<file path="config.mk">
export PLATFORM = sky130hd
export DESIGN_NAME = rdclk_port
export DESIGN_NICKNAME = d
export VERILOG_FILES = /design/src/rtl/rdclk_port.sv
export SDC_FILE = /design/constraint.sdc
export NUM_CORES = 1
export LEC_CHECK = 0
export ABC_AREA = 0
export BUFFER_PORTS_ARGS = -buffer_cell sky130_fd_sc_hd__buf_2
export CORE_MARGIN = 1.5
export CORE_UTILIZATION = 50
export CTS_CLUSTER_SIZE = 14
export DETAILED_ROUTE_END_ITERATION = 16
export GPL_TIMING_DRIVEN = 0
export PLACE_DENSITY = 0.8
export SLEW_MARGIN = 20
export SYNTH_ARGS = -nofsm -noshare
export SYNTH_HDL_FRONTEND = slang
export SYNTH_SLANG_ARGS = --single-unit
export TNS_END_PERCENT = 5
</file>
<file path="constraint.sdc">
create_clock -name clk -period 5.46 [get_ports clk]
set_input_delay 0.546 -clock clk [delete_from_list [all_inputs] [get_ports clk]]
set_output_delay 0.546 -clock clk [all_outputs]
set_load 0.01 [all_outputs]
</file>
<file path="src/rtl/rdclk_port.sv">
`timescale 1ns/1ps
module rdclk_port #(
  parameter logic [15:0] BASE_ADDR     = 16'h2180,
  parameter int          TICKS_PER_SEC = 1000,
  parameter int          SEC_PER_MIN   = 60,
  parameter int          MIN_PER_HR    = 60,
  parameter int          HR_PER_DAY    = 24
) (
  input  logic        clk,
  input  logic        rst_n,
  input  logic [15:0] addr,
  input  logic [7:0]  wdata,
  input  logic        wr_en,
  input  logic        rd_en,
  input  logic [7:0]  open_bus,
  input  logic [7:0]  preset_hr,
  input  logic [7:0]  preset_min,
  input  logic [7:0]  preset_sec,
  output logic [7:0]  rdata
);

  localparam int             TW       = $clog2(TICKS_PER_SEC + 1);
  localparam logic [TW:0]    TICK_LIM = (TW+1)'(TICKS_PER_SEC);
  localparam logic [8:0]     SEC_LIM  = 9'(SEC_PER_MIN);
  localparam logic [8:0]     MIN_LIM  = 9'(MIN_PER_HR);
  localparam logic [8:0]     HR_LIM   = 9'(HR_PER_DAY);

  localparam logic [4:0] A_SCR0   = 5'h08;
  localparam logic [4:0] A_SCR1   = 5'h09;
  localparam logic [4:0] A_SCR2   = 5'h0A;
  localparam logic [4:0] A_SCR3   = 5'h0C;
  localparam logic [4:0] A_CNT_LO = 5'h0E;
  localparam logic [4:0] A_CNT_HI = 5'h0F;
  localparam logic [4:0] A_STAT   = 5'h10;
  localparam logic [4:0] A_REWIND = 5'h11;
  localparam logic [4:0] A_DATA   = 5'h12;
  localparam logic [4:0] A_XSTAT  = 5'h13;
  localparam logic [4:0] A_CTRL   = 5'h14;
  localparam logic [4:0] A_RSVD   = 5'h16;
  localparam logic [4:0] A_AUX    = 5'h17;
  localparam logic [4:0] A_LINK   = 5'h19;

  localparam logic [4:0] SLOT_SEC = 5'd10;
  localparam logic [4:0] SLOT_MIN = 5'd11;
  localparam logic [4:0] SLOT_HR  = 5'd12;
  localparam logic [7:0] STAT_SET = 8'h80;
  localparam logic [7:0] XS_MASK  = 8'hF3;

  logic [7:0] scr0, scr1, scr2, scr3, cnt_lo, cnt_hi, stat, xstat, ctrl, aux, link;
  logic [4:0] idx;
  logic [TW-1:0] tick;
  logic [7:0] sec, mins, hr;

  logic       in_win, data_rd, wr_hit;
  logic [4:0] off;
  logic [7:0] buf_byte, rd_val;

  assign in_win  = (addr[15:5] == BASE_ADDR[15:5]);
  assign off     = addr[4:0];
  assign data_rd = rd_en & in_win & (off == A_DATA);
  assign wr_hit  = wr_en & in_win;

  always_comb begin
    buf_byte = 8'h00;
    if (idx == 5'd5 || idx == 5'd6)       buf_byte = 8'h01;
    else if (idx == SLOT_SEC)             buf_byte = sec;
    else if (idx == SLOT_MIN)             buf_byte = mins;
    else if (idx == SLOT_HR)              buf_byte = hr;
    else if (idx >= 5'd13 && idx <= 5'd22) buf_byte = 8'h0A;
  end

  logic [TW:0]   tick_inc;
  logic          tick_roll, sec_roll, min_roll;
  logic [8:0]    sec_inc, min_inc, hr_inc;
  logic [TW-1:0] tick_nx;
  logic [7:0]    sec_nx, min_nx, hr_nx;

  assign tick_inc  = (TW+1)'(tick) + (TW+1)'(1);
  assign tick_roll = (tick_inc >= TICK_LIM);
  assign tick_nx   = tick_roll ? '0 : tick_inc[TW-1:0];
  assign sec_inc   = 9'(sec) + 9'(tick_roll);
  assign sec_roll  = (sec_inc >= SEC_LIM);
  assign sec_nx    = sec_roll ? 8'h00 : sec_inc[7:0];
  assign min_inc   = 9'(mins) + 9'(sec_roll);
  assign min_roll  = (min_inc >= MIN_LIM);
  assign min_nx    = min_roll ? 8'h00 : min_inc[7:0];
  assign hr_inc    = 9'(hr) + 9'(min_roll);
  assign hr_nx     = (hr_inc >= HR_LIM) ? 8'h00 : hr_inc[7:0];

  always_comb begin
    rd_val = open_bus;
    if (in_win) begin
      case (off)
        A_SCR0:   rd_val = scr0;
        A_SCR1:   rd_val = scr1;
        A_SCR2:   rd_val = scr2;
        A_SCR3:   rd_val = scr3;
        A_CNT_LO: rd_val = cnt_lo;
        A_CNT_HI: rd_val = cnt_hi;
        A_STAT:   rd_val = stat;
        A_DATA:   rd_val = buf_byte;
        A_XSTAT:  rd_val = xstat & XS_MASK;
        A_CTRL:   rd_val = ctrl;
        A_RSVD:   rd_val = 8'h00;
        A_AUX:    rd_val = aux;
        A_LINK:   rd_val = link;
        default:  rd_val = open_bus;
      endcase
    end
  end

  always_ff @(posedge clk) begin
    if (!rst_n) begin
      scr0 <= '0; scr1 <= '0; scr2 <= '0; scr3 <= '0;
      cnt_lo <= '0; cnt_hi <= '0; stat <= '0; xstat <= '0;
      ctrl <= '0; aux <= '0; link <= '0;
      idx <= '0; tick <= '0;
      sec <= preset_sec; mins <= preset_min; hr <= preset_hr;
      rdata <= '0;
    end else begin
      if (rd_en) rdata <= rd_val;
      if (data_rd) begin
        idx  <= idx + 5'd1;
        tick <= tick_nx;
        sec  <= sec_nx;
        mins <= min_nx;
        hr   <= hr_nx;
      end
      if (wr_hit) begin
        case (off)
          A_SCR0:   scr0  <= wdata;
          A_SCR1:   scr1  <= wdata;
          A_SCR2:   scr2  <= wdata;
          A_SCR3:   scr3  <= wdata;
          A_CNT_LO: cnt_lo <= wdata;
          A_CNT_HI: begin
            cnt_lo <= wdata - {1'b0, cnt_lo[7:1]};
            cnt_hi <= {1'b0, wdata[7:1]};
            stat   <= STAT_SET;
          end
          A_REWIND: idx   <= '0;
          A_DATA:   stat  <= STAT_SET;
          A_XSTAT:  xstat <= wdata;
          A_CTRL:   ctrl  <= wdata;
          A_AUX:    aux   <= wdata;
          A_LINK:   link  <= wdata;
          default:  ;
        endcase
      end
    end
  end

endmodule

</file>
Word-level counts from Yosys, hierarchy flattened
Index checks and enable logic that the tools add are counted.
{ "word_totals": {"register_bits": 127, "word_cells": 89, "out_inout_bits": 8, "in_bits": 60} }
{ "classes": {"eq_ne": 21, "magnitude_cmp": 6, "n_bitwise": 3, "muxes": 21, "n_addsub": 6, "n_reduce_logical": 15} }
{ "op_table": {"columns": ["operator", "n"], "rows": [
  ["two-way mux 8 bit", 14],
  ["one-hot mux 8 bit (13 select lines)", 1],
  ["equality test 5 x 4 -> 1 bit (second input constant)", 9],
  ["equality test 5 bit (second input constant)", 8],
  ["adder 8 x 1 -> 9 bit", 3],
  ["AND reduction 2 bit", 11],
  ["greater-or-equal comparator 9 x 6 -> 1 bit (second input constant)", 2],
  ["one-hot mux 8 bit (2 select lines)", 1],
  ["two-way mux 5 bit", 3],
  ["adder 10 x 1 -> 11 bit (second input constant)", 1],
  ["equality test 11 x 9 -> 1 bit (second input constant)", 1],
  ["greater-or-equal comparator 11 x 10 -> 1 bit (second input constant)", 1],
  ["equality test 5 x 3 -> 1 bit (second input constant)", 2],
  ["two-way mux 10 bit", 1],
  ["greater-or-equal comparator 9 x 5 -> 1 bit (second input constant)", 1],
  ["subtractor 8 x 7 -> 8 bit", 1],
  ["adder 5 x 1 -> 5 bit (second input constant)", 1],
  ["greater-or-equal comparator 5 x 4 -> 1 bit (second input constant)", 1],
  ["less-or-equal comparator 5 bit (second input constant)", 1],
  ["two-way mux 4 bit", 1],
  ["bitwise AND 1 bit", 3],
  ["!= test 2 x 1 -> 1 bit (second input constant)", 1],
  ["nonzero test 2 bit", 1],
  ["OR reduction 2 bit", 1],
  ["2 further kinds", 2]
]} }

Longest topological paths before layout
Gate-level depths: netlist of run 1.
{ "depth": {"ltp_word": 11, "mapped_depth": 25, "depth_no_buf": 25} }

Least setup slack after synthesis of run 1
Ideal clock, no wire load.
{ "synth_timing": {"path_type": "register to register", "from": "register tick[0]", "to": "register hr[0] (data pin)", "required_ps": 5307, "setup_ps": 153, "arrival_time_ps": 4860, "n_path_buf": 0, "path_stages_with_launch": 24, "slack_ps": 447, "path_cell_list": "dfxtp_1 > ha_1 > nand4_1 > xnor2_1 > and3_1 > o21ai_2 > o21ai_0 > ha_1 > ha_1 > xor2_1 > a41oi_1 > nand2_1 > ha_1 > ha_1 > xor2_1 > a41oi_1 > nand2_1 > ha_1 > ha_1 > nand3_1 > xor2_1 > o22ai_1 > or4b_1 > o22ai_1"} }
{ "synth_between": {"elab_chain_len": 11} }
{ "synth_rtl": {"columns": ["element", "line_no", "rtl"], "rows": [
  ["start, declared", "51", "logic [TW-1:0] tick;"],
  ["start signal, assigned", "124", "tick <= tick_nx;"],
  ["adder 10 x 1 -> 11 bit *", "78", "assign tick_inc = (TW+1)'(tick) + (TW+1)'(1);"],
  ["greater-or-equal comparator 11 x 10 -> 1 bit *", "79", "assign tick_roll = (tick_inc >= TICK_LIM);"],
  ["adder 8 x 1 -> 9 bit *", "81", "assign sec_inc = 9'(sec) + 9'(tick_roll);"],
  ["greater-or-equal comparator 9 x 6 -> 1 bit *", "82", "assign sec_roll = (sec_inc >= SEC_LIM);"],
  ["adder 8 x 1 -> 9 bit *", "84", "assign min_inc = 9'(mins) + 9'(sec_roll);"],
  ["greater-or-equal comparator 9 x 6 -> 1 bit *", "85", "assign min_roll = (min_inc >= MIN_LIM);"],
  ["adder 8 x 1 -> 9 bit *", "87", "assign hr_inc = 9'(hr) + 9'(min_roll);"],
  ["greater-or-equal comparator 9 x 5 -> 1 bit", "88", "assign hr_nx = (hr_inc >= HR_LIM) ? 8'h00 : hr_inc[7:0];"],
  ["two-way mux 8 bit *", "88", null],
  ["two-way mux 8 bit *", "122", "if (data_rd) begin"],
  ["two-way mux 8 bit *", "113", "if (!rst_n) begin"],
  ["end signal, assigned", "118", "sec <= preset_sec; mins <= preset_min; hr <= preset_hr;"],
  ["end signal, assigned", "127", "hr <= hr_nx;"],
  ["end, declared", "52", "logic [7:0] sec, mins, hr;"]
]} }
Mark *: on every way between the ends. The rest lies on a longest branch, timed or not. The select of a mux whose other input is x is not followed.
A chain may end at the register's enable or synchronous reset.

Final worst setup path of run 1
{ "layout_timing": {"from": "register tick[1]", "to": "register hr[3] (data pin)"} }
The elaborated chain is that of the path after synthesis.

==> results_dict.tcl, run 1 <==
set metrics [dict create \
    outcome "complete, no violations" \
    internal_power_mw 1.69 \
    power.share.combinational_pct 7.9 \
    start_kind "register" \
    die_width_um 123 \
    worst-endpoint-arrival_ns 5.47 \
    place_inst 1043 \
    slew_headroom_pct 34.2 \
    synth.top_cells.by_count "sky130_fd_sc_hd__dfxtp_1 (101), sky130_fd_sc_hd__nand2_1 (73), sky130_fd_sc_hd__nor2b_1 (69)" \
    finalHoldViolCount 0 \
    antenna_found_initial 0 \
    layout_stage_area_growth_over_the_synthesis_result_pct 16.9 \
    critical_path.most_common_cell "sky130_fd_sc_hd__ha_1" \
    routabilityCongestion 0.926 \
    post-dp-hpwl_um 14200 \
    wirelength_um 20400 \
    io_buffer_count 63 \
    worst_slew_pin_slew_ns 0.986 \
    maximum_number_of_pins_on_one_net_before_global_route_repair 25 \
    chipHeight_um 123 \
    detail_route.vias_per_cell 5.99 \
    diodes 0 \
    post-route-min-period_ns 5.21 \
    yosys_top_cell_area_share_pct 28.0 \
    crit_required_ns 5.72 \
    fp.dieArea_um2 15200 \
    total_switching_power_uw 547 \
    detail_route.drc_violations 0 \
    synth_sequential_area_ratio_pct 38.0 \
    critPathMaxFanout 7 \
    yosys-top-cells-area "sky130_fd_sc_hd__dfxtp_1 (28%), sky130_fd_sc_hd__edfxtp_1 (10%), sky130_fd_sc_hd__mux2i_1 (7.8%)" \
    synth_async_sr_flop_share_pct 0 \
    maxSlewViolCount 0 \
    worst_setup_hold_path_clk_slew_ns 0.06 \
    ctsHtreeMaxLevel 4 \
    yosys.area.top_type "sky130_fd_sc_hd__dfxtp_1" \
    ys_dominant_reg_cell "sky130_fd_sc_hd__dfxtp_1" \
    swShare_pct 24.4 \
    fin_nets 969 \
    synth-edff-count 24 \
    cts.root.buffer_cell "sky130_fd_sc_hd__clkbuf_16" \
    synth_fp_nets 879 \
    grt_usage_pct 26.8 \
    max_cap_viol_count 0 \
    fin_hold_ws_ns 0.415 \
    ys.warnings.count 0 \
    yosysUniqueCellTypes 75 \
    tritoncts_clock_tree "built" \
    routedWlPerCell_um 18.8 \
    timing.critical_path.slowest_stage_cell "sky130_fd_sc_hd__or4b_4" \
    cts_buffer_depth 2 \
    cts.hold.buffers_added 0 \
    pre_cts_slack_ns -0.408 \
    share_seq_of_total_power_pct 43.7 \
    worst_slack_ns 0.254 \
    synth.ff_latch_count 125 \
    synthMostInstantiatedCell "sky130_fd_sc_hd__dfxtp_1" \
    detailedRoute.firstIterationViolations 701 \
    finalInstanceArea_um2 8440 \
    synth_area_um2 7220 \
    cts.sinks 125 \
    share_clk_of_total_power_pct 48.4 \
    first_global_vias 5808 \
    ff_latch_area_um2 2740 \
    end_kind "register" \
    multiInputGateArea_um2 4100 \
    post-route-period-util_pct 95.3 \
    detailed_place.area_um2 7760 \
    globalRouteOverflowTotal 0 \
    ratio_of_cells_with_drive_above_1_in_the_final_layout_pct 17.1 \
    clock-skew-final_ns 0.00734 \
    antenna_left 0 \
    n_fill_cell 1180 \
    worst-path-buf-inv 0 \
    hold_path.class "input pin to register" \
    cts_buffers 17 \
    final_cell_count_no_fill 1083 \
    fmax_mhz 192 \
    cpPeakStageDelay_ns 0.54 \
    postSynthAreaPerCell_um2 9.02 \
    cp_cell_sequence "ha_4 > nand4_1 > xnor2_1 > and3_1 > o21ai_4 > o21ai_2 > ha_2 > ha_1 > nand3_1 > nor2_2 > mux2i_1 > nand2_2 > ha_1 > ha_1 > xor2_2 > a41oi_2 > nand2_2 > ha_1 > ha_1 > nand3_1 > xor2_1 > o22ai_1 > or4b_4 > o22ai_1" \
    drt-pass1-iter-count 5 \
    initial_utilization_pct 51.6 \
    ios 68 \
    final_setup_violation_count 0 \
    power-per-cell-area_nw_per_um2 266 \
    critPathKind "register to register" \
    rows 43 \
    placeableCoreArea_um2 14000 \
    ir_worst_vdd_uv 281 \
    post_synth_inst_count 800 \
    wire_length_of_the_first_global_routing_pass_um 30700 \
    clock_latency_on_the_worst_skew_pair_ns 0.43 \
    cp_top_family "adder cells" \
    cellLeakagePower_nw 3.13 \
    route.vias.total 6492 \
]
[through the flow]
stage          power (mW)  utilization [%]  setup TNS, ns
2_1_floorplan        1.09                -              0
3_3_place_gp         1.16             55.5          -1.40
3_5_place_dp         1.16             55.5          -1.91
4_1_cts              2.23             59.7              0
5_1_grt              2.30             60.3        -0.0839
6_report             2.24             60.3              0
[power by group through the flow]
stage | Combinational (mW) | Sequential (mW) | Clock (mW)
floorplan | 0.101 | 0.992 | 0
global placement | 0.163 | 0.997 | 0
detailed placement | 0.165 | 0.997 | 0
CTS | 0.167 | 0.977 | 1.09
global route | 0.190 | 0.980 | 1.13
finish | 0.176 | 0.979 | 1.09
[repair_timing]
item	CTS	global route
pin swaps	2	2
endpoints found under the setup margin	5	5
buffers inserted	2	7
resized for setup	6	9
[per-layer routing]
metal | vias to the layer above | global-route usage (%) | part of all wire (%)
li1 | 3066 | - | -
met1 | 3050 | 37.1 | 43
met2 | 330 | 39.0 | 43
met3 | 46 | 7.29 | 10
met4 | 0 | 11.9 | 2.8
met5 | - | 0 | 0
[cells in the final DEF, fill, tap and decap left out, types with 10 or more instances in the layout]
| master | instances |
|---|---|
| sky130_fd_sc_hd__a21boi_0 | 24 |
| sky130_fd_sc_hd__a21oi_1 | 14 |
| sky130_fd_sc_hd__and2_1 | 11 |
| sky130_fd_sc_hd__and3_1 | 21 |
| sky130_fd_sc_hd__buf_2 | 77 |
| sky130_fd_sc_hd__buf_4 | 16 |
| sky130_fd_sc_hd__clkbuf_1 | 36 |
| sky130_fd_sc_hd__clkbuf_16 | 17 |
| sky130_fd_sc_hd__dfxtp_1 | 100 |
| sky130_fd_sc_hd__edfxtp_1 | 24 |
| sky130_fd_sc_hd__ha_1 | 16 |
| sky130_fd_sc_hd__inv_1 | 34 |
| sky130_fd_sc_hd__mux2i_1 | 56 |
| sky130_fd_sc_hd__nand2_1 | 71 |
| sky130_fd_sc_hd__nand3_1 | 37 |
| sky130_fd_sc_hd__nor2_1 | 30 |
| sky130_fd_sc_hd__nor2b_1 | 69 |
| sky130_fd_sc_hd__o21ai_0 | 27 |
| sky130_fd_sc_hd__o221ai_1 | 10 |
| sky130_fd_sc_hd__o22ai_1 | 16 |
| sky130_fd_sc_hd__xnor2_1 | 14 |
[registers in the layout, summed over array words and instances, names as in the netlist, 8 cells and up]
| signal | count |
|---|---|
| tick | 10 |
| aux | 8 |
| cnt_lo | 8 |
| ctrl | 8 |
| hr | 8 |
| link | 8 |
| mins | 8 |
| rdata | 8 |
| scr0 | 8 |
| scr1 | 8 |
| scr2 | 8 |
| scr3 | 8 |
| sec | 8 |
[worst paths after layout]
path | start | end | slack, ns | cells past startpoint
worst max-delay path | tick[1] | hr[3] | 0.25 | 24
worst min-delay path | preset_min[6] | mins[6] | 0.42 | 2
worst max register to register | tick[1] | hr[3] | 0.25 | 24
worst min register to register | rdata[0] | rdata[0] | 0.44 | 2
[logic make-up after synthesis]
| family | after synthesis | synth area share, % |
|---|---|---|
| and+or+nand+nor | 299 | 23.2 |
| AOI/OAI and AO/OA | 173 | 17.6 |
| DFF | 125 | 38.0 |
| buffers and inverters | 97 | 5.98 |
| muxes | 64 | 9.01 |
| xor gates and xnor gates | 23 | 2.79 |
| adders and majority gates | 19 | 3.40 |
[cell type report]
class,instances,area share (%)
Buffer,62,3.59
Clock buffer,18,5.08
Clock inverter,14,1.51
Inverter,34,1.51
Multi-Input combinational cell,578,48.6
Sequential cell,125,32.5
Tap cell,180,2.67
Timing Repair Buffer,72,4.54
(Power assumes the default switching activity.)
==> run 2: changes to the inputs <==
--- a/config.mk
+++ b/config.mk
@@ -6,13 +6,13 @@
 export NUM_CORES = 1
 export LEC_CHECK = 0
 export ABC_AREA = 0
-export BUFFER_PORTS_ARGS = -buffer_cell sky130_fd_sc_hd__buf_2
 export CORE_MARGIN = 1.5
-export CORE_UTILIZATION = 50
+export CORE_UTILIZATION = 55
 export CTS_CLUSTER_SIZE = 14
 export DETAILED_ROUTE_END_ITERATION = 16
+export DONT_BUFFER_PORTS = 1
 export GPL_TIMING_DRIVEN = 0
-export PLACE_DENSITY = 0.8
+export PLACE_DENSITY = 0.81
 export SLEW_MARGIN = 20
 export SYNTH_ARGS = -nofsm -noshare
 export SYNTH_HDL_FRONTEND = slang
==> results_dict.tcl, run 2 (same netlist as run 1, synthesis figures left out) <==
set metrics [dict create \
    globalRouteOverflowTotal 0 \
    met3_wire_length_um 1880 \
    fin_nets 902 \
    detail_route.vias_per_cell 6.30 \
    antenna_left 0 \
    worst_setup_hold_path_clk_slew_ns 0.05 \
    worst_slew_pin_slew_ns 0.915 \
    rows 41 \
    maximum_number_of_pins_on_one_net_before_global_route_repair 25 \
    clock_latency_on_the_worst_skew_pair_ns 0.42 \
    fp.dieArea_um2 13800 \
    ratio_of_cells_with_drive_above_1_in_the_final_layout_pct 10.8 \
    top_register "tick" \
    largest_register_ffs 10 \
    io_buffer_count 0 \
    tritoncts_clock_tree "built" \
    final_setup_violation_count 0 \
    clock-skew-final_ns 0.00780 \
    ios 68 \
    crit_required_ns 5.71 \
    placeableCoreArea_um2 12700 \
    layout_stage_area_growth_over_the_synthesis_result_pct 12.7 \
    topRoutingLayerUsed "met4" \
    detailed_place.area_um2 7430 \
    ir_worst_vdd_uv 205 \
    routed-wl-met2_um 8820 \
    post-route-min-period_ns 5.18 \
    detailedRoute.firstIterationViolations 880 \
    wire_length_of_the_first_global_routing_pass_um 31600 \
    chipHeight_um 118 \
    antenna_found_initial 0 \
    n_fill_cell 1118 \
    routabilityCongestion 0.953 \
    route.vias.total 6343 \
    finalInstanceArea_um2 8130 \
    cts.root.buffer_cell "sky130_fd_sc_hd__clkbuf_16" \
    post-dp-hpwl_um 14200 \
    detail_route.drc_violations 0 \
    cp_cell_sequence "buf_2 > and4_1 > and2_1 > a32o_1 > a22oi_4 > o21ai_2 > ha_2 > ha_1 > nand3_1 > nor2_1 > mux2i_1 > nand2_2 > ha_2 > ha_2 > xor2_1 > a41oi_1 > nand2_2 > ha_1 > ha_1 > nand3_1 > xor2_1 > o22ai_1 > or4b_4 > o22ai_1" \
    wirelength_um 20000 \
    routedWlPerCell_um 19.9 \
    pre_cts_slack_ns -0.461 \
    initial_utilization_pct 56.7 \
    first_global_vias 5922 \
    post-route-period-util_pct 95.0 \
    cts_buffers 17 \
    drt-pass1-iter-count 5 \
    max_cap_viol_count 0 \
    fmax_mhz 193 \
    cts_buffer_depth 2 \
    cellLeakagePower_nw 2.89 \
    outcome "complete, no violations" \
    ctsHtreeMaxLevel 4 \
    start_kind "register" \
    mostFrequentLayoutCells "sky130_fd_sc_hd__dfxtp_1 (99), sky130_fd_sc_hd__nand2_1 (70), sky130_fd_sc_hd__nor2b_1 (69)" \
    hold_path.class "input pin to register" \
    place_inst 972 \
    layout_commonest_cell "sky130_fd_sc_hd__dfxtp_1" \
    finalHoldViolCount 0 \
    end_kind "register" \
    wl_met1_um 8750 \
    worst_slack_ns 0.275 \
    slew_headroom_pct 38.9 \
    critPathMaxFanout 9 \
    grt_usage_pct 28.9 \
    critPathKind "register to register" \
    worst-endpoint-arrival_ns 5.44 \
    cts.hold.buffers_added 0 \
    maxSlewViolCount 0 \
    cts.sinks 125 \
    timing.critical_path.slowest_stage_cell "sky130_fd_sc_hd__or4b_4" \
    timing.setup.tns_ns 0 \
    power-per-cell-area_nw_per_um2 279 \
    postLayoutCoreUtil_pct 63.9 \
    die_width_um 118 \
    cpPeakStageDelay_ns 0.54 \
    final_cell_count_no_fill 1007 \
    diodes 0 \
]
[run 2: final cells by class]
type | count | area [um^2] | share of cell area, %
Clock buffer | 25 | 515 | 6.34
Inverter | 34 | 128 | 1.57
Tap cell | 172 | 215 | 2.65
Buffer | 61 | 297 | 3.65
Sequential cell | 125 | 2750 | 33.7
Multi-Input combinational cell | 578 | 4110 | 50.5
Clock inverter | 6 | 82.6 | 1.02
Timing Repair Buffer | 6 | 45.0 | 0.554
[run 2: critical path: cells and delay by family (launching register included)]
| kind | cells | cell delay, ns |
|---|---|---|
| compound gates | 6 | 1.04 |
| xor+xnor | 2 | 0.38 |
| fa+ha+maj | 6 | 1.27 |
| buf+inv | 1 | 0.18 |
| flops | 1 | 0.30 |
| mux | 1 | 0.22 |
| simple gates | 8 | 1.60 |
[run 2: worst paths after layout]
| path | from | to | slack [ns] | cells past startpoint |
|---|---|---|---|---|
| hold / removal | wdata[1] | link[1] | 0.31 | 2 |
| hold reg to reg | stat[7] | stat[7] | 0.47 | 2 |
| setup reg to reg | tick[3] | hr[3] | 0.28 | 24 |
| setup / recovery | tick[3] | hr[3] | 0.28 | 24 |
[run 2: metal layers]
metal / vias to the layer above / track usage, %
met5: - / 0
met4: 0 / 11.1
met3: 54 / 6.88
met2: 334 / 43.8
met1: 3019 / 40.2
li1: 2936 / -
[run 2: timing repair]
item,4_1_cts,5_1_grt
setup buffers,2,4
setup endpoints to repair,5,5
hold endpoints to repair,0,0
gates resized for setup,8,8
pin swaps,2,3
[run 2: power by group]
| group | internal (mW) | leakage [nW] | switching (mW) |
|---|---|---|---|
| sequential | 0.961 | 1.06 | 0.0192 |
| combinational | 0.0564 | 1.54 | 0.0913 |
| clock | 0.739 | 0.295 | 0.399 |
| total | 1.76 | 2.89 | 0.510 |
[run 2: stage by stage]
| step | power, mW | hold WS, ns |
|---|---|---|
| floorplan | 1.09 | 0.431 |
| global placement | 1.13 | 0.443 |
| detailed placement | 1.14 | 0.455 |
| CTS | 2.26 | 0.304 |
| global route | 2.32 | 0.334 |
| finish | 2.27 | 0.307 |
==> run 3: changes to the inputs <==
--- a/config.mk
+++ b/config.mk
@@ -12,7 +12,7 @@
 export DETAILED_ROUTE_END_ITERATION = 16
 export DONT_BUFFER_PORTS = 1
 export GPL_TIMING_DRIVEN = 0
-export PLACE_DENSITY = 0.81
+export PLACE_DENSITY = 0.84
 export SLEW_MARGIN = 20
 export SYNTH_ARGS = -nofsm -noshare
 export SYNTH_HDL_FRONTEND = slang
==> constraint.sdc (replaced) <==
create_clock -name clk -period 4.6 [get_ports clk]
set_input_delay 0.46 -clock clk [delete_from_list [all_inputs] [get_ports clk]]
set_output_delay 0.46 -clock clk [all_outputs]
set_load 0.01 [all_outputs]
==> results_dict.tcl, run 3 (same netlist as run 1, synthesis figures left out) <==
set metrics [dict create \
    drt-pass1-iter-count 5 \
    wirelength_um 21400 \
    post-dp-hpwl_um 14100 \
    place_inst 972 \
    timing.reg2reg.setup_slack_ns -0.30 \
    die_width_um 118 \
    clock_latency_on_the_worst_skew_pair_ns 0.43 \
    detailedRoute.firstIterationViolations 817 \
    fp.dieArea_um2 13800 \
    cellLeakagePower_nw 2.94 \
    slew_headroom_pct 21.7 \
    outcome "complete, but fails checks" \
    worst_setup_hold_path_clk_slew_ns 0.05 \
    timing.rr.end "hr[3]" \
    crit_required_ns 4.87 \
    maxSlewViolCount 0 \
    critPathKind "register to register" \
    ff2ff_path_depth 23 \
    antenna_found_initial 0 \
    maximum_number_of_pins_on_one_net_before_global_route_repair 25 \
    timing.setup.tns_ns -1.44 \
    fin_hold_ws_ns 0.203 \
    final_setup_violation_count 5 \
    ctsHtreeMaxLevel 4 \
    ir_worst_vdd_uv 260 \
    worstReg2RegStart "tick[0]" \
    hold_path.class "input pin to register" \
    ios 68 \
    clock-skew-final_ns 0.00573 \
    globalRouteOverflowTotal 0 \
    crit_path_start "tick[0]" \
    cts_buffers 17 \
    layout_stage_area_growth_over_the_synthesis_result_pct 16.4 \
    ratio_of_cells_with_drive_above_1_in_the_final_layout_pct 14.4 \
    wire_length_of_the_first_global_routing_pass_um 33100 \
    initial_utilization_pct 56.7 \
    max_cap_viol_count 0 \
    placeableCoreArea_um2 12700 \
    cts_buffer_depth 2 \
    diodes 0 \
    grt_usage_pct 30.6 \
    layout_commonest_cell "sky130_fd_sc_hd__dfxtp_1" \
    chipHeight_um 118 \
    cts.root.buffer_cell "sky130_fd_sc_hd__clkbuf_16" \
    mostFrequentLayoutCells "sky130_fd_sc_hd__dfxtp_1 (98), sky130_fd_sc_hd__nand2_1 (71), sky130_fd_sc_hd__nor2b_1 (69)" \
    finalHoldViolCount 0 \
    final_cell_count_no_fill 1018 \
    pre_cts_slack_ns -0.647 \
    first_global_vias 6319 \
    failed_checks "setup timing" \
    cts.sinks 125 \
    rsz0062_at_grt "true" \
    post-route-period-util_pct 106 \
    crit_path_capture "hr[3]" \
    detail_route.drc_violations 0 \
    worst_slew_pin_slew_ns 1.17 \
    post-route-min-period_ns 4.90 \
    fmax_mhz 204 \
    end_kind "register" \
    finalInstanceArea_um2 8400 \
    rows 41 \
    io_buffer_count 0 \
    routabilityCongestion 0.953 \
    tritoncts_clock_tree "built" \
    fin_nets 913 \
    finalPower_mw 2.65 \
    routedWlPerCell_um 21.0 \
    n_fill_cell 1043 \
    route.vias.total 6501 \
    start_kind "register" \
    detail_route.vias_per_cell 6.39 \
    top_register "tick" \
    critPathMaxFanout 6 \
    worst-endpoint-arrival_ns 5.16 \
    power-per-cell-area_nw_per_um2 315 \
    detailed_place.area_um2 7520 \
    postLayoutCoreUtil_pct 66.0 \
    antenna_left 0 \
    worst_slack_ns -0.297 \
    largest_register_ffs 10 \
]
run 3: changes by cell type in the layout (fill, tap and decap cells not counted), sizes merged:
cell,before,now
buf,33,42
clkinv,3,5
clkbuf,59,60
bufinv,2,1
run 3: worst min path at each step:
stage / cells after the start / endpoint / slack (ns) / startpoint
3_3_place_gp: 2 / stat[7] / 0.44 / stat[7]
3_5_place_dp: 2 / stat[7] / 0.45 / stat[7]
4_1_cts: 2 / link[1] / 0.20 / wdata[1]
5_1_grt: 1 / sec[5] / 0.25 / preset_sec[5]
6_report: 2 / link[1] / 0.20 / wdata[1]
2_1_floorplan: 2 / stat[7] / 0.43 / stat[7]
run 3: power by group:
group	leakage (nW)	total, mW	switching (mW)	internal (mW)
Combinational	1.61	0.199	0.120	0.0790
Clock	0.275	1.28	0.485	0.794
Sequential	1.06	1.17	0.0309	1.14
Total	2.94	2.65	0.636	2.01
run 3: layout make-up:
cell class / instances / area, um^2 / area share [%]
clock inverters: 7 / 62.6 / 0.745
clock buffers: 24 / 493 / 5.87
multi-input cells: 578 / 4330 / 51.5
inverters: 34 / 128 / 1.52
repair buffers: 16 / 120 / 1.43
flip-flops and latches: 125 / 2750 / 32.7
well taps: 172 / 215 / 2.56
plain buffers: 62 / 307 / 3.65
run 3: critical path, cell delays in order, from the launching register on:
cell and delay, ns:
sky130_fd_sc_hd__dfxtp_4 0.37, sky130_fd_sc_hd__ha_4 0.17, sky130_fd_sc_hd__nand4_1 0.20, sky130_fd_sc_hd__buf_4 0.20, sky130_fd_sc_hd__a32o_2 0.25, sky130_fd_sc_hd__a22oi_4 0.21
sky130_fd_sc_hd__o21ai_4 0.09, sky130_fd_sc_hd__ha_4 0.18, sky130_fd_sc_hd__ha_4 0.19, sky130_fd_sc_hd__xor2_4 0.19, sky130_fd_sc_hd__a41oi_2 0.13, sky130_fd_sc_hd__nand2_2 0.16
sky130_fd_sc_hd__ha_4 0.17, sky130_fd_sc_hd__nand3_1 0.10, sky130_fd_sc_hd__xnor2_1 0.34, sky130_fd_sc_hd__a41oi_2 0.21, sky130_fd_sc_hd__nand2_2 0.14, sky130_fd_sc_hd__ha_4 0.16
sky130_fd_sc_hd__and3_4 0.19, sky130_fd_sc_hd__nand3_2 0.08, sky130_fd_sc_hd__nor3b_2 0.17, sky130_fd_sc_hd__o22ai_1 0.10, sky130_fd_sc_hd__or4b_4 0.59, sky130_fd_sc_hd__o22ai_2 0.13
run 3: timing repair:
action	in CTS	in global routing
gates resized for setup	20	15
hold buffers	0	0
setup buffers	15	1
pin swaps	20	8
endpoints found under the setup margin	5	5
run 3: metal layers:
layer	up-vias	global-route usage, %	wire length [um]
met5	-	0	0
met4	0	13.3	715
met3	73	10.2	2560
met2	441	46.5	9470
met1	3032	39.7	8680
li1	2955	-	-
